`src/rtl/wdog_pkg.sv`:
```
// Package: shared offsets, magic word and register-select type for the watchdog.
// Assumes byte offsets fit into the address width chosen at the top.
package wdog_pkg;
    localparam int DATA_W      = 32;
    localparam int CODE_W      = 4;
    localparam int NUM_CODES   = 1 << CODE_W;
    localparam int OFS_ARM     = 'h0;
    localparam int OFS_PERIOD  = 'h4;
    localparam int OFS_COUNT   = 'h8;
    localparam int OFS_RESTART = 'hC;
    localparam logic [DATA_W-1:0] RESTART_MAGIC = 32'h0000_0076;

    typedef enum logic [2:0] {
        RSEL_NONE,
        RSEL_ARM,
        RSEL_PERIOD,
        RSEL_COUNT,
        RSEL_RESTART
    } reg_sel_e;
endpackage

```
`src/rtl/wdog_period_lut.sv`:
```
// Module: maps a 4-bit timeout code to the reload value 2^(BASE_EXP+code)-1.
// Assumes CNT_W >= BASE_EXP + NUM_CODES - 1 so that the longest period fits.
module wdog_period_lut
    import wdog_pkg::*;
#(
    parameter int BASE_EXP = 16,
    parameter int CNT_W    = BASE_EXP + NUM_CODES
) (
    input  logic [CODE_W-1:0] code,
    output logic [CNT_W-1:0]  reload
);
    logic [CNT_W-1:0] table_q [NUM_CODES];

    // One constant entry per code, computed from the parameters.
    for (genvar g = 0; g < NUM_CODES; g++) begin : g_entry
        localparam logic [CNT_W-1:0] ENTRY =
            CNT_W'((64'd1 << (BASE_EXP + g)) - 64'd1);
        assign table_q[g] = ENTRY;
    end

    // Select the entry for the requested code.
    assign reload = table_q[code];
endmodule

```
`src/rtl/wdog_regs.sv`:
```
// Module: bus decode, arm latch, period codes and read-back mux.
// Assumes one access per cycle. The read data is combinational from the registers.
module wdog_regs
    import wdog_pkg::*;
#(
    parameter int ADDR_W = 4,
    parameter int CNT_W  = 32
) (
    input  logic              clk,
    input  logic              rst_n,
    input  logic              bus_sel,
    input  logic              bus_wr,
    input  logic [ADDR_W-1:0] bus_addr,
    input  logic [DATA_W-1:0] bus_wdata,
    output logic [DATA_W-1:0] bus_rdata,
    input  logic [CNT_W-1:0]  count,
    output logic              armed,
    output logic [CODE_W-1:0] run_code,
    output logic [CODE_W-1:0] first_code,
    output logic              arm_pulse,
    output logic              restart_pulse
);
    reg_sel_e sel;
    logic     wr_en;
    logic     rd_en;

    // Decode the byte offset into a register select.
    always_comb begin
        if (bus_addr == ADDR_W'(OFS_ARM))           sel = RSEL_ARM;
        else if (bus_addr == ADDR_W'(OFS_PERIOD))   sel = RSEL_PERIOD;
        else if (bus_addr == ADDR_W'(OFS_COUNT))    sel = RSEL_COUNT;
        else if (bus_addr == ADDR_W'(OFS_RESTART))  sel = RSEL_RESTART;
        else                                        sel = RSEL_NONE;
    end

    assign wr_en = bus_sel &&  bus_wr;
    assign rd_en = bus_sel && !bus_wr;

    // An arming write is only a pulse when the watchdog is still disarmed.
    assign arm_pulse     = wr_en && (sel == RSEL_ARM) && bus_wdata[0] && !armed;
    // A restart requires the exact magic word and an armed watchdog.
    assign restart_pulse = wr_en && (sel == RSEL_RESTART) &&
                           (bus_wdata == RESTART_MAGIC) && armed;

    // Arm latch: set by software, cleared only by reset.
    always_ff @(posedge clk) begin
        if (!rst_n)         armed <= 1'b0;
        else if (arm_pulse) armed <= 1'b1;
    end

    // Period codes: both fields are written together from one word.
    always_ff @(posedge clk) begin
        if (!rst_n) begin
            run_code   <= '0;
            first_code <= '0;
        end else if (wr_en && (sel == RSEL_PERIOD)) begin
            run_code   <= bus_wdata[CODE_W-1:0];
            first_code <= bus_wdata[2*CODE_W-1:CODE_W];
        end
    end

    // Read-back mux. The restart register, unmapped offsets and idle cycles all return zero.
    always_comb begin
        bus_rdata = '0;
        if (rd_en) begin
            case (sel)
                RSEL_ARM:    bus_rdata = DATA_W'(armed);
                RSEL_PERIOD: bus_rdata = DATA_W'({first_code, run_code});
                RSEL_COUNT:  bus_rdata = DATA_W'(count);
                default:     bus_rdata = '0;
            endcase
        end
    end
endmodule

```
`src/rtl/wdog_counter.sv`:
```
// Module: down-counter with parallel load and a sticky expiry flag.
// Assumes load and restart never coincide. Every load value is nonzero.
module wdog_counter #(
    parameter int CNT_W = 32
) (
    input  logic             clk,
    input  logic             rst_n,
    input  logic             armed,
    input  logic             load_first,
    input  logic             load_run,
    input  logic [CNT_W-1:0] first_val,
    input  logic [CNT_W-1:0] run_val,
    output logic [CNT_W-1:0] count,
    output logic             expired
);
    // Count down, reload on request, and freeze once expired.
    always_ff @(posedge clk) begin
        if (!rst_n) begin
            count   <= '0;
            expired <= 1'b0;
        end else if (!expired) begin
            if (load_first)
                count <= first_val;
            else if (load_run)
                count <= run_val;
            else if (armed) begin
                if (count == '0) expired <= 1'b1;
                else             count   <= count - 1'b1;
            end
        end
    end
endmodule

```
`src/rtl/wdog_timer.sv`:
```
// Module: watchdog top. It joins the register file, two period tables and the counter.
// Assumes a single clock domain and BASE_EXP >= 1.
module wdog_timer
    import wdog_pkg::*;
#(
    parameter int ADDR_W   = 4,
    parameter int BASE_EXP = 16
) (
    input  logic              clk,
    input  logic              rst_n,
    input  logic              bus_sel,
    input  logic              bus_wr,
    input  logic [ADDR_W-1:0] bus_addr,
    input  logic [31:0]       bus_wdata,
    output logic [31:0]       bus_rdata,
    output logic              rst_req
);
    localparam int CNT_W = BASE_EXP + NUM_CODES;

    logic              en_q;
    logic [CODE_W-1:0] run_code;
    logic [CODE_W-1:0] first_code;
    logic              arm_pulse;
    logic              restart_pulse;
    logic [CNT_W-1:0]  cnt_q;
    logic [CNT_W-1:0]  first_val;
    logic [CNT_W-1:0]  run_val;

    wdog_regs #(.ADDR_W(ADDR_W), .CNT_W(CNT_W)) u_regs (
        .clk           (clk),
        .rst_n         (rst_n),
        .bus_sel       (bus_sel),
        .bus_wr        (bus_wr),
        .bus_addr      (bus_addr),
        .bus_wdata     (bus_wdata),
        .bus_rdata     (bus_rdata),
        .count         (cnt_q),
        .armed         (en_q),
        .run_code      (run_code),
        .first_code    (first_code),
        .arm_pulse     (arm_pulse),
        .restart_pulse (restart_pulse)
    );

    wdog_period_lut #(.BASE_EXP(BASE_EXP), .CNT_W(CNT_W)) u_lut_first (
        .code   (first_code),
        .reload (first_val)
    );

    wdog_period_lut #(.BASE_EXP(BASE_EXP), .CNT_W(CNT_W)) u_lut_run (
        .code   (run_code),
        .reload (run_val)
    );

    wdog_counter #(.CNT_W(CNT_W)) u_counter (
        .clk        (clk),
        .rst_n      (rst_n),
        .armed      (en_q),
        .load_first (arm_pulse),
        .load_run   (restart_pulse),
        .first_val  (first_val),
        .run_val    (run_val),
        .count      (cnt_q),
        .expired    (rst_req)
    );
endmodule

```
`config.mk`:
```
export PLATFORM = sky130hd
export DESIGN_NAME = wdog_timer
export DESIGN_NICKNAME = d
export VERILOG_FILES = /design/src/rtl/wdog_pkg.sv /design/src/rtl/wdog_period_lut.sv /design/src/rtl/wdog_regs.sv /design/src/rtl/wdog_counter.sv /design/src/rtl/wdog_timer.sv
export SDC_FILE = /design/constraint.sdc
export NUM_CORES = 1
export LEC_CHECK = 0
export BUFFER_PORTS_ARGS = -buffer_cell sky130_fd_sc_hd__buf_2
export CORE_MARGIN = 2
export CORE_UTILIZATION = 55
export CTS_BUF_LIST = sky130_fd_sc_hd__clkbuf_4 sky130_fd_sc_hd__clkbuf_8 sky130_fd_sc_hd__clkbuf_16
export DETAILED_ROUTE_END_ITERATION = 16
export PLACE_DENSITY_LB_ADDON = 0.2
export REMOVE_ABC_BUFFERS = 1
export SLEW_MARGIN = 20
export SYNTH_ARGS = -nofsm -noshare
export SYNTH_HDL_FRONTEND = slang
export SYNTH_SLANG_ARGS = --single-unit
```
`constraint.sdc`:
```
create_clock -name clk -period 3.8 [get_ports clk]
set_input_delay 0.57 -clock clk [delete_from_list [all_inputs] [get_ports clk]]
set_output_delay 0.57 -clock clk [all_outputs]
set_load 0.05 [all_outputs]
```
==> run_results.csv <==
group,metric,value,unit
critical_path,r2r_start,"u_counter.count[24]",
floorplan,die_w,80.6,µm
synth,synth-seq-cells,42,
finish,area_growth,15.9,%
power_and_ir_drop,max-vdd-ir-drop,153,µV
clock_network,worstSkewPairLatency,0.31,ns
finish,drive_gt1_share,24.3,%
synth,ys_top_cells_by_area,"dfxtp_1 (26%), and2_1 (6.0%), nor2_1 (4.9%)",
power_and_ir_drop,p_total,1.11,mW
timing,layout_setup_ws,0.686,ns
hold_path,min-delay-path-class,"reg2reg",
finish,postLayoutCellArea,3740,µm²
critical_path,cp.arrival,3.35,ns
place,place_inst,545,
hold_path,hold_end,"u_counter.count[27]",
routing,drt-initial-drc-count,484,
timing,rsz0062_at_grt,"no",
timing,timing.slew.headroom,42.9,%
synth,synthDistinctLibCells,65,
finish,fin_cells,553,
routing,drcViolationCount,0,
place,dp_hpwl,6.96,mm
floorplan,row_count,27,
finish,fill_cells,511,
global_routing,grt_pass1_vias,3297,
hold_path,whs_path_depth,2,
global_routing,busiest_layer,"met2",
routing,vias,3687,
global_routing,grt_overflow,0,
place,place.gp.congestion,0.909,
clock_network,post_cts_resized,0,
synth,syn_area_per_cell,7.55,µm²
power_and_ir_drop,p_leak,1.55,nW
clock_network,ctsHoldBuffers,0,
clock_network,max-clock-path-buffers,2,
place,placed_area,3590,µm²
critical_path,critPathMaxFanout,16,
finish,final_common_cell,"buf_2",
global_routing,grt_pass1_wl,16.3,mm
clock_network,root_buffer,"clkbuf_8",
place,pre_cts_slack,0.761,ns
critical_path,cp-end-kind,"flip-flop",
routing,routed_wl,10.0,mm
finish,antennaDiodeCount,0,
timing,hold_viol_final,0,
flow_run,max_cap_viol_count,0,
finish,fin_util,67.0,%
critical_path,r2r_end,"u_counter.count[11]",
critical_path,start_kind,"flip-flop",
finish,fin_nets,522,
timing,setup_viol,0,
clock_network,cts_max_level,2,
finish,mostFrequentLayoutCells,"buf_2 (72), nor2_1 (42), dfxtp_1 (42)",
timing,tightest_slew,0.855,ns
clock_network,clock_sinks,42,
synth,yosys_most_used_dff,"dfxtp_1",
synth,synthArstFlopShare,0,%
routing,ant_nets,0,
critical_path,reg2reg_slack,0.69,ns
floorplan,initial_core_util,57.8,%
floorplan,dieArea,6490,µm²
synth,synthCells,427,
critical_path,startpoint,"u_counter.count[24]",
synth,yosys.area.top_type,"dfxtp_1",
global_routing,grtUsageMet3,4.72,%
clock_network,cts_made_buffers,5,
timing,fin_crit,3.11,ns
synth,syn_area,3220,µm²
routing,drt-pass1-iter-count,7,
hold_path,min_from,"u_counter.count[27]",
clock_network,post_cts_buffers,0,
synth,synth_top_area_share,26.1,%
timing,tns,0,ns
floorplan,chipHeight,80.6,µm
timing,fmax,0.321,GHz
floorplan,coreArea,5570,µm²
synth,yosysWarningCount,0,
synth,synth_edf_count,0,
timing,fin_worst_skew,0.0117,ns
global_routing,antenna_found_initial,0,
critical_path,path_class,"reg2reg",
global_routing,grt_util_met1,41.7,%
clock_network,cts_tree,"built",
routing,via_per_inst,6.67,
outcome,status,"completed",
routing,avgRoutedWirePerCell,18.1,µm
timing,fin_hold_ws,0.496,ns
place,io_buffers,72,
floorplan,ios,73,
global_routing,grt_max_degree,25,
critical_path,required,4.04,ns
synth,synth_seq_area_share,26.1,%
global_routing,met2_usage,53.4,%
global_routing,grt_use_total,32.0,%
timing,finalMaxSlewViolations,0,
clock_network,cts.clk_slew.worst_paths,0.09,ns
power_and_ir_drop,powerDensity,298,nW/µm²
timing,finalCritPeriodShare,81.9,%
critical_path,reg2reg_depth,7,
-- metal layers --
metal  vias to the layer above  routed length (µm)  share of wire, %
li1                       1749                   -                 -
met5                         -                   0                 0
met1                      1695                4170                42
met2                       217                4730                47
met3                        26                 932               9.3
met4                         0                 188               1.9
-- worst max-delay path by stage --
stage                                      to  slack (ns)  depth (start not counted)
after global placement    u_counter.count[11]        0.79                          7
after floorplan           u_counter.count[14]        0.33                          6
final                     u_counter.count[11]        0.69                          7
after global routing      u_counter.count[11]        0.59                          7
after CTS                 u_counter.count[11]        0.72                          7
after detailed placement  u_counter.count[11]        0.76                          7
-- critical path, cell delays in order, from the launching register on --
cell and delay (ns):
dfxtp_1 0.38, or4_4 0.59, or4_4 0.46, or4_4 0.58, o21ba_1 0.37, buf_4 0.29
a41o_2 0.25, a21oi_1 0.11
-- synthesized netlist by cell type, types with 9 or more instances --
library cell and number:
nand2_1 28, nor3_1 13, a21oi_1 31, nor4_1 15
dfxtp_1 42, clkbuf_1 28, o21ai_0 23, mux2i_1 10
and2_1 31, o221a_2 10, nor4b_1 9, nand3_1 14
nor2_1 42
-- power by group --
group          leakage (nW)  internal, mW  switching (mW)
Sequential            0.339         0.446         0.00989
Clock                0.0714         0.281           0.174
Combinational          1.14        0.0868           0.118
-- cells by family (layout without fill, tap and decap cells) --
family          after synthesis  count (layout)  share of synthesized area [%]
simple gates                207             207                           36.8
fa+ha+maj                     2               2                          0.776
mux                          10              10                           3.10
buf+inv                      41              95                           5.70
flops                        42              42                           26.1
compound gates              124             124                           27.2
xor+xnor                      1               1                          0.272
-- layout make-up --
cell class	count	area, µm²	area share [%]
clock inverter	2	60.1	1.61
clock buffer	6	82.6	2.21
sequential	42	841	22.5
multi-input combinational	344	2210	59.2
inverter	6	22.5	0.603
timing repair buffer	81	428	11.5
tap	72	90.1	2.41
-- registers in the layout, indices dropped and copies added, names as in the netlist --
name / cells
u_counter.count: 32
u_counter.expired: 1
u_regs.run_code: 4
u_regs.armed: 1
u_regs.first_code: 4
Power figures use the tool's default switching activity.
